<file path="src/rtl/ts_seq_pkg.sv">
package ts_seq_pkg;
  typedef enum logic [2:0] {ST_ARMED, ST_DET, ST_REQ, ST_WAIT, ST_STAB} st_e;
  typedef enum logic [1:0] {AX_X = 2'd0, AX_Y = 2'd1, AX_P = 2'd2} axis_e;

  localparam int SW_W = 5;
  // bit 0 X+ high, 1 X- low, 2 Y+ high, 3 Y- low, 4 X- high
  localparam logic [SW_W-1:0] SW_X = 5'b00011;
  localparam logic [SW_W-1:0] SW_Y = 5'b01100;
  localparam logic [SW_W-1:0] SW_P = 5'b10100;
endpackage

</file>
<file path="src/rtl/ts_plate_map.sv">
module ts_plate_map
  import ts_seq_pkg::*;
(
  input  axis_e           axis_i,
  input  logic            drive_i,
  output logic [SW_W-1:0] sw_o,
  output logic [1:0]      sel_o
);
  always_comb begin
    sw_o  = '0;
    sel_o = axis_i;
    if (drive_i) begin
      case (axis_i)
        AX_X:    sw_o = SW_X;
        AX_Y:    sw_o = SW_Y;
        default: sw_o = SW_P;
      endcase
    end
  end
endmodule

</file>
<file path="src/rtl/ts_cnt.sv">
module ts_cnt #(
  parameter int W = 8
) (
  input  logic         clk_i,
  input  logic         rst_ni,
  input  logic         ld_i,
  input  logic [W-1:0] ld_val_i,
  output logic         zero_o
);
  logic [W-1:0] cnt_q;

  always_ff @(posedge clk_i or negedge rst_ni) begin
    if (!rst_ni)            cnt_q <= '0;
    else if (ld_i)          cnt_q <= ld_val_i;
    else if (cnt_q != '0)   cnt_q <= cnt_q - 1'b1;
  end

  assign zero_o = (cnt_q == '0);
endmodule

</file>
<file path="src/rtl/ts_avg.sv">
module ts_avg #(
  parameter int DATA_W = 18,
  parameter int AVG_N  = 4
) (
  input  logic              clk_i,
  input  logic              rst_ni,
  input  logic              clr_i,
  input  logic              add_i,
  input  logic [DATA_W-1:0] din_i,
  output logic [DATA_W-1:0] avg_o
);
  localparam int LG    = $clog2(AVG_N);
  localparam int SUM_W = DATA_W + LG;

  logic [SUM_W-1:0] sum_q, sum_n;

  assign sum_n = sum_q + SUM_W'(din_i);

  always_ff @(posedge clk_i or negedge rst_ni) begin
    if (!rst_ni)     sum_q <= '0;
    else if (clr_i)  sum_q <= '0;
    else if (add_i)  sum_q <= sum_n;
  end

  // running sum including the current sample, divided by AVG_N (power of two)
  assign avg_o = sum_n[SUM_W-1 -: DATA_W];
endmodule

</file>
<file path="src/rtl/ts_seq.sv">
module ts_seq
  import ts_seq_pkg::*;
#(
  parameter int DATA_W   = 18,
  parameter int AVG_N    = 4,
  parameter int DET_CYC  = 500000,
  parameter int STAB_CYC = 200000,
  parameter int CONV_CYC = 500000
) (
  input  logic              clk_i,
  input  logic              rst_ni,
  input  logic              touch_det_i,
  output logic              det_en_o,
  output logic              irq_arm_o,
  output logic [4:0]        sw_o,
  output logic [1:0]        adc_sel_o,
  output logic              adc_req_o,
  input  logic              adc_done_i,
  input  logic [DATA_W-1:0] adc_data_i,
  output logic              rpt_valid_o,
  output logic              rpt_touch_o,
  output logic [DATA_W-1:0] rpt_x_o,
  output logic [DATA_W-1:0] rpt_y_o,
  output logic [DATA_W-1:0] rpt_p_o
);
  localparam int MAX_A   = (DET_CYC > STAB_CYC) ? DET_CYC : STAB_CYC;
  localparam int MAX_CYC = (MAX_A > CONV_CYC) ? MAX_A : CONV_CYC;
  localparam int CNT_W   = $clog2(MAX_CYC + 1);
  localparam int IDX_W   = $clog2(AVG_N + 1);

  st_e               st_q, st_n;
  axis_e             axis_q;
  logic [IDX_W-1:0]  smp_q;
  logic              set_ok_q;
  logic [DATA_W-1:0] x_q, y_q, p_q, avg;
  logic              ld, zero, acc_clr, acc_add, fin, rpt_set, rpt_rel, tmo;
  logic [CNT_W-1:0]  ld_val;

  ts_cnt #(.W(CNT_W)) u_cnt (
    .clk_i(clk_i), .rst_ni(rst_ni), .ld_i(ld), .ld_val_i(ld_val), .zero_o(zero)
  );

  ts_avg #(.DATA_W(DATA_W), .AVG_N(AVG_N)) u_avg (
    .clk_i(clk_i), .rst_ni(rst_ni), .clr_i(acc_clr), .add_i(acc_add),
    .din_i(adc_data_i), .avg_o(avg)
  );

  ts_plate_map u_map (
    .axis_i(axis_q),
    .drive_i(st_q == ST_REQ || st_q == ST_WAIT || st_q == ST_STAB),
    .sw_o(sw_o), .sel_o(adc_sel_o)
  );

  always_comb begin
    st_n = st_q; ld = 1'b0; ld_val = '0;
    acc_clr = 1'b0; acc_add = 1'b0; fin = 1'b0;
    rpt_set = 1'b0; rpt_rel = 1'b0; tmo = 1'b0;
    case (st_q)
      ST_ARMED: if (touch_det_i) begin
        st_n = ST_DET; ld = 1'b1; ld_val = CNT_W'(DET_CYC - 1);
      end
      ST_DET: if (zero) begin
        if (touch_det_i) begin
          st_n = ST_REQ; rpt_set = set_ok_q;
        end else begin
          st_n = ST_ARMED; rpt_rel = 1'b1;
        end
      end
      ST_REQ: begin
        st_n = ST_WAIT; ld = 1'b1; ld_val = CNT_W'(CONV_CYC - 1);
      end
      ST_WAIT: begin
        if (adc_done_i) begin
          if (smp_q == '0) begin
            st_n = ST_STAB; ld = 1'b1; ld_val = CNT_W'(STAB_CYC - 1);
            acc_clr = 1'b1;
          end else begin
            acc_add = 1'b1;
            st_n = ST_REQ;
            if (smp_q == IDX_W'(AVG_N)) begin
              fin = 1'b1;
              if (axis_q == AX_P) begin
                st_n = ST_DET; ld = 1'b1; ld_val = CNT_W'(DET_CYC - 1);
              end
            end
          end
        end else if (zero) begin
          tmo = 1'b1;
          st_n = ST_DET; ld = 1'b1; ld_val = CNT_W'(DET_CYC - 1);
        end
      end
      ST_STAB: if (zero) st_n = ST_REQ;
      default: st_n = ST_ARMED;
    endcase
  end

  always_ff @(posedge clk_i or negedge rst_ni) begin
    if (!rst_ni) begin
      st_q <= ST_ARMED; axis_q <= AX_X; smp_q <= '0; set_ok_q <= 1'b0;
      x_q <= '0; y_q <= '0; p_q <= '0;
      rpt_valid_o <= 1'b0; rpt_touch_o <= 1'b0;
      rpt_x_o <= '0; rpt_y_o <= '0; rpt_p_o <= '0;
    end else begin
      st_q        <= st_n;
      rpt_valid_o <= rpt_set | rpt_rel;
      if (st_q == ST_DET && st_n == ST_REQ) begin
        axis_q <= AX_X; smp_q <= '0;
      end
      if (tmo) smp_q <= '0;
      if (st_q == ST_WAIT && adc_done_i) begin
        smp_q <= fin ? '0 : smp_q + 1'b1;
        if (fin) begin
          case (axis_q)
            AX_X:    begin x_q <= avg; axis_q <= AX_Y; end
            AX_Y:    begin y_q <= avg; axis_q <= AX_P; end
            default: p_q <= avg;
          endcase
        end
      end
      if (fin && axis_q == AX_P)           set_ok_q <= 1'b1;
      else if (rpt_set | rpt_rel | tmo)    set_ok_q <= 1'b0;
      if (rpt_set) begin
        rpt_touch_o <= 1'b1;
        rpt_x_o <= x_q; rpt_y_o <= y_q; rpt_p_o <= p_q;
      end else if (rpt_rel) begin
        rpt_touch_o <= 1'b0;
        rpt_p_o     <= '0;
      end
    end
  end

  assign det_en_o  = (st_q == ST_ARMED) || (st_q == ST_DET);
  assign irq_arm_o = (st_q == ST_ARMED);
  assign adc_req_o = (st_q == ST_REQ);
endmodule

</file>
<file path="config.mk">
export PLATFORM = sky130hd
export DESIGN_NAME = ts_seq
export DESIGN_NICKNAME = d
export VERILOG_FILES = /design/src/rtl/ts_seq_pkg.sv /design/src/rtl/ts_plate_map.sv /design/src/rtl/ts_cnt.sv /design/src/rtl/ts_avg.sv /design/src/rtl/ts_seq.sv
export SDC_FILE = /design/constraint.sdc
export NUM_CORES = 1
export LEC_CHECK = 0
export BUFFER_PORTS_ARGS = -buffer_cell sky130_fd_sc_hd__buf_2
export CORE_UTILIZATION = 45
export CTS_BUF_LIST = sky130_fd_sc_hd__clkbuf_4
export DETAILED_ROUTE_END_ITERATION = 8
export GPL_TIMING_DRIVEN = 1
export PLACE_DENSITY_LB_ADDON = 0.15
export SLEW_MARGIN = 40
export SYNTH_ARGS = -nofsm -noshare
export SYNTH_HDL_FRONTEND = slang
export SYNTH_HIERARCHICAL = 1
export SYNTH_SLANG_ARGS = --single-unit
</file>
<file path="constraint.sdc">
create_clock -name clk_i -period 4.5 [get_ports clk_i]
set_input_delay 1.35 -clock clk_i [delete_from_list [all_inputs] [get_ports clk_i]]
set_output_delay 1.35 -clock clk_i [all_outputs]
set_load 0.02 [all_outputs]
</file>
==> metrics, run 1 <==
FFs w/ async S/R, synth=1.00; initial antenna violation count=0; drt drc=0; status=finished, final reports clean; Routed WL=17,400 um; Critical Path AT=about 3900 ps; DP HPWL=~12,000 um; antenna cell count=0; overall die width=between 100 and 150 um; global route overflow=0; area grow syn2layout=11.6%; worst skew pair latency=560 ps; max cap viols=0; Synth Flop Type=dfrtp_1; die height=134 um; Critical Path RT=4940 ps; slew margin rel.=0.524; commonest non-fill, non-tap cell in the layout=dfrtp_1; CTS tree=done; f_max=291 MHz; Setup Total Neg Slack=0 ps; RePlAce Congestion=approximately 0.96; first-pass GRT wire length=around 29,000 um; Final Instance Count excl. Fillers=between 900 and 1,000; maximum vdd drop=approximately 0.27 mV; slew of the pin with the lowest slew margin=709 ps; via count=around 5,400; largest net degree at the start of global routing=102; crit path kind=flip-flop to flip-flop; Num CTS Buffers=17; commonest non-fill, non-tap cells in the layout=dfrtp_1 (158), mux2_2 (87), buf_2 (86); CTS root buf=clkbuf_4; share of post-route cells with drive strength above 1=0.321; # clock sinks=approximately 160; Layout Skew=21.7 ps; Initial Utilization=0.466; pwr dens=518 mW/mm^2; final setup vio count=0; setup bufs post-CTS=0; H-Tree Depth=4; post-route core utilization=0.520; Post-CTS Hold Buffers=0; Reg area=0.00395 sq mm; GRT Total Usage=0.209; Post-CTS Resized=0; FP Rows=47; Max FO, Critical Path=38; Leak=~4.4 nW; Post-DP Area=between 0.008 and 0.009 sq mm; Reg2Reg Depth=6; EDFF count, synth=0; RSZ-0062 raised after global routing=false; nets=~800; final total power=about 4.5 mW; Yosys Warn Count=6; Setup WS post-layout=around 1100 ps; fin crit period=~3400 ps; Tcrit/Tclk final=0.763; final hold vios=0; Clock Path Buffers=2; Slew Limit Fails=0; # port buffers=slightly below 90; Gate Count Post-Synth=around 670; CP Capture Type=flip-flop; first-pass detailed-route iteration total=5; hold path cells=1; number of global-route vias before repair=roughly 5,500; Seq/Total Area, Yosys=0.504; CTS clk-pin slew, worst paths=around 130 ps; Synth cell types=just under 80; DR vias/cell=~5.5; core area=~0.017 sq mm; violation count after the first detailed-route iteration=between 300 and 400; NetSw=~1.8 mW; Worst Hold Class=flip-flop to flip-flop; crit start category=flip-flop; Routed WL per cell=between 15 and 20 um; Cells after DPL=about 950; Logic pwr share=0.382; sw frac=0.398; final hold slack=between 400 and 500 ps; post-placement setup slack=about 740 ps; P_int=roughly 2.7 mW; Seq pwr share=0.428; R2R setup slack=about 1100 ps; area of the multi-input gates=approximately 0.0036 sq mm; filler instances=about 1,500; Design Area, Final=~0.0087 sq mm; post-route ant nets=0; Synth Cell Area=just under 0.008 sq mm; flops & latches, synth=roughly 160; Mean Syn Cell Area=11.8 sq um; # IOs=88; Clock power frac=0.190; Die Area=~0.018 sq mm
-- flip-flops by register name (all words and copies together) (netlist names) --
name and flops:
u_avg/sum_q 20, rpt_x_o 18, rpt_valid_o 1, p_q 18
axis_q 2, smp_q 3, set_ok_q 1, rpt_touch_o 1
rpt_p_o 18, y_q 18, x_q 18, st_q 3
rpt_y_o 18, u_cnt/cnt_q 19
-- cells in the mapped netlist, drive strengths merged, types with 9 or more instances --
| master | number | area (sq um) |
|---|---|---|
| a21o | 10 | 75.1 |
| a21oi | 26 | 141 |
| a22o | 23 | 201 |
| buf | 25 | 186 |
| clkbuf | 11 | 41.3 |
| dfrtp | 158 | 3950 |
| ha | 21 | 263 |
| inv | 15 | 56.3 |
| mux2 | 92 | 1040 |
| mux2i | 9 | 90.1 |
| nand2 | 41 | 156 |
| nand3 | 17 | 90.1 |
| nor2 | 38 | 148 |
| nor2b | 9 | 56.3 |
| nor3 | 11 | 55.1 |
| o21ai | 31 | 159 |
| o31ai | 10 | 75.1 |
| xnor2 | 16 | 140 |
| xor2 | 12 | 105 |
-- per-layer routing --
layer  global-route usage  routed length, um  up-vias
met3               0.0506                817       20
met1                0.289               8060     2700
met4               0.0562                231        0
met5                    0                  0        -
met2                0.330               8270      138
li1                     -                  -     2588
-- cell families after synthesis --
logic type / after synthesis / share of synthesized area
compound gates: 142 / 0.130
xor+xnor: 28 / 0.0313
fa+ha+maj: 22 / 0.0361
buf+inv: 51 / 0.0362
flops: 158 / 0.504
mux: 101 / 0.144
other cells: 1 / 0.000478
simple gates: 164 / 0.118
-- power groups by stage --
| stage | sequential [mW] | clock, mW | combinational (mW) |
|---|---|---|---|
| floorplan | 1.86 | 0 | 1.39 |
| global placement | 1.96 | 0 | 1.67 |
| detailed placement | 1.97 | 0 | 1.73 |
| CTS | 1.94 | 0.891 | 1.74 |
| global route | 1.98 | 0.959 | 1.94 |
| finish | 1.94 | 0.860 | 1.73 |
-- path summary, 6_finish.rpt --
check                           startpoint           to
hold / removal                 rpt_touch_o  rpt_touch_o
setup / recovery           u_cnt/cnt_q[14]  rpt_x_o[15]
max in group asynchronous           rst_ni       y_q[9]
min in group asynchronous           rst_ni      st_q[0]
hold reg to reg                rpt_touch_o  rpt_touch_o
setup reg to reg           u_cnt/cnt_q[14]  rpt_x_o[15]
-- critical path, stage by stage, from the launching register on --
cell and delay, ps:
dfrtp_1 450, or4_4 530, or4b_1 650, nor2_2 360, and4bb_2 360, and3_4 570
mux2_2 400
-- layout make-up --
| type | count | share of cell area |
|---|---|---|
| Clock buffer | 19 | 0.0163 |
| Multi-Input combinational cell | 462 | 0.415 |
| Inverter | 15 | 0.00644 |
| Sequential cell | 158 | 0.452 |
| Tap cell | 220 | 0.0315 |
| Clock inverter | 13 | 0.0157 |
| Timing Repair Buffer | 97 | 0.0632 |
(Power assumes the default switching activity.)
==> run 2, diff against run 1 <==
--- a/config.mk
+++ b/config.mk
@@ -5,6 +5,7 @@
 export SDC_FILE = /design/constraint.sdc
 export NUM_CORES = 1
 export LEC_CHECK = 0
+export ABC_AREA = 1
 export BUFFER_PORTS_ARGS = -buffer_cell sky130_fd_sc_hd__buf_2
 export CORE_UTILIZATION = 45
 export CTS_BUF_LIST = sky130_fd_sc_hd__clkbuf_4
==> constraint.sdc (replaced) <==
create_clock -name clk_i -period 3 [get_ports clk_i]
set_input_delay 0.9 -clock clk_i [delete_from_list [all_inputs] [get_ports clk_i]]
set_output_delay 0.9 -clock clk_i [all_outputs]
set_load 0.02 [all_outputs]
==> metrics, run 2 <==
Setup WS post-layout=around 230 ps; final hold slack=238 ps; post-placement setup slack=between 200 and 300 ps; R2R setup slack=approximately 330 ps; RSZ-0062 raised after global routing=false; Synth Flop Type=dfrtp_1; crit path kind=flip-flop to primary output; Worst Path Buf+Inv=1; maximum vdd drop=0.316 mV; Setup Total Neg Slack=0 ps; Cells after DPL=roughly 1,400; die height=138 um; number of global-route vias before repair=around 6,600; GRT Total Usage=0.227; core area=~0.018 sq mm; worst r2r src=u_cnt/cnt_q[0]; Reg2Reg Depth=14; Biggest register=u_avg/sum_q; most instantiated library cell after synthesis=nand2_1; Design Area, Final=just over 0.009 sq mm; Logic pwr share=0.342; slew of the pin with the lowest slew margin=approximately 610 ps; FP Rows=49; via count=a little under 7,000; # port buffers=87; RePlAce Congestion=about 0.88; CP Capture Type=primary output; P_int=roughly 3.3 mW; max cap viols=0; Seq/Total Area, Yosys=0.477; Post-CTS Resized=0; Critical Path RT=approximately 2100 ps; flops & latches, synth=158; DP HPWL=about 15,000 um; Critical Path AT=roughly 1900 ps; CP peak stage delay=500 ps; Tcrit/Tclk final=0.923; final hold vios=0; filler instances=roughly 1,800; post-synth top area cell=dfrtp_1; Mean Syn Cell Area=7.69 sq um; final setup vio count=0; nets=1,216; Synth area leaders=dfrtp_1 (48%), nand2_1 (22%), nand3_1 (6.5%); worst skew pair latency=between 500 and 600 ps; area grow syn2layout=10.9%; # IOs=88; Routed WL=about 20,000 um; Yosys Warn Count=6; CTS tree=done; Synth Cell Area=0.00829 sq mm; crit start category=flip-flop; worst path cell trace=nor2_2 > nor2_1 > nor2_1 > nand2_1 > nor2_1 > buf_2; Post-CTS Hold Buffers=0; # clock sinks=approximately 160; Routed WL per cell=between 10 and 15 um; Post-synth top cells=nand2_1 (484), dfrtp_1 (158), nand3_1 (107), inv_1 (83), nor2_1 (51); violation count after the first detailed-route iteration=371; Gate Count Post-Synth=1,077; share of post-route cells with drive strength above 1=0.152; Worst Hold Class=primary input to asynchronous set/reset pin; Seq pwr share=0.454; DR vias/cell=between 4 and 5; post-synth top area share=0.477; slowest cell on the critical path=dfrtp_2; pwr dens=around 600 mW/mm^2; Max FO, Critical Path=8; H-Tree Depth=4; Clock power frac=0.204; Die Area=around 0.019 sq mm; Slew Limit Fails=0; Largest regs=u_avg/sum_q: 20 flops, u_cnt/cnt_q: 19 flops; f_max=361 MHz; first-pass detailed-route iteration total=5; status=finished, final reports clean; Final Instance Count excl. Fillers=about 1,400; Layout Skew=between 15 and 20 ps; Clock Path Buffers=2; overall die width=between 100 and 150 um; Num CTS Buffers=17; initial antenna violation count=1; Worst setup endpoint=sw_o[0]; reg2reg end=u_cnt/cnt_q[0]; Leak=5.41 nW; largest net degree at the start of global routing=45; CTS root buf=clkbuf_4; NetSw=between 2 and 2.5 mW; max FFs per register=20; fin crit period=~2800 ps; Post-DP Area=~0.009 sq mm; FFs w/ async S/R, synth=1.00; EDFF count, synth=0; Initial Utilization=0.460; sw frac=0.406; drt drc=0; most used cell, CP=nor2_1; global route overflow=0; CTS clk-pin slew, worst paths=about 140 ps; Crit. path cell count=6; first-pass GRT wire length=approximately 33,000 um; commonest non-fill, non-tap cell in the layout=nand2_1; Largest delay share family, worst path=simple AND/OR/NAND/NOR gates; commonest non-fill, non-tap cells in the layout=nand2_1 (484), dfrtp_1 (157), nand3_1 (107); CP startpoint=st_q[1]; Synth cell types=37; slew margin rel.=0.589; setup bufs post-CTS=0; post-route ant nets=0
-- run 2: area by class of cell --
type,count,area [sq um],area share
repair buffers,106,634,0.0690
diodes,1,2.50,0.000272
flip-flops and latches,158,3960,0.430
well taps,229,287,0.0312
clock inverters,14,93.8,0.0102
clock buffers,18,135,0.0147
inverters,87,327,0.0355
multi-input cells,802,3760,0.409
-- run 2: cells by family (layout without fill, tap and decap cells) --
logic type	Yosys count	count (layout)	share of synthesized area
and+or+nand+nor	708	708	0.367
other	1	6	0.000453
DFF	158	158	0.477
xor gates and xnor gates	13	13	0.0137
buffers and inverters	121	225	0.0713
adders and majority gates	22	22	0.0341
AOI/OAI and AO/OA	54	54	0.0362
-- run 2: stage by stage --
step	utilization	power [mW]
final	0.510	5.54
after global routing	0.510	5.96
after CTS	0.510	5.58
after detailed placement	0.497	4.44
after global placement	0.497	4.42
after floorplan	-	3.92
-- run 2: power by group through the flow --
| stage | logic [mW] | clock network (mW) | registers [mW] |
|---|---|---|---|
| CTS | 1.90 | 1.17 | 2.51 |
| detailed placement | 1.89 | 0 | 2.55 |
| global route | 2.15 | 1.26 | 2.55 |
| finish | 1.89 | 1.13 | 2.52 |
| floorplan | 1.43 | 0 | 2.49 |
| global placement | 1.87 | 0 | 2.55 |
-- run 2: metal layers --
layer	GRT usage	vias up	routed length (um)
met1	0.329	3238	10100
met2	0.345	137	8890
met5	0	-	0
li1	-	3555	-
met4	0.0622	0	259
met3	0.0449	20	833
-- run 2: how the worst min path moves through the flow --
stage | start | to | slack (ps) | cells past startpoint
global route | rst_ni | u_cnt/cnt_q[12] | 210 | 1
CTS | rst_ni | u_cnt/cnt_q[13] | 210 | 1
global placement | x_q[12] | x_q[12] | 450 | 2
finish | rst_ni | u_cnt/cnt_q[13] | 240 | 1
detailed placement | x_q[2] | rpt_x_o[2] | 460 | 2
floorplan | p_q[0] | p_q[0] | 440 | 2
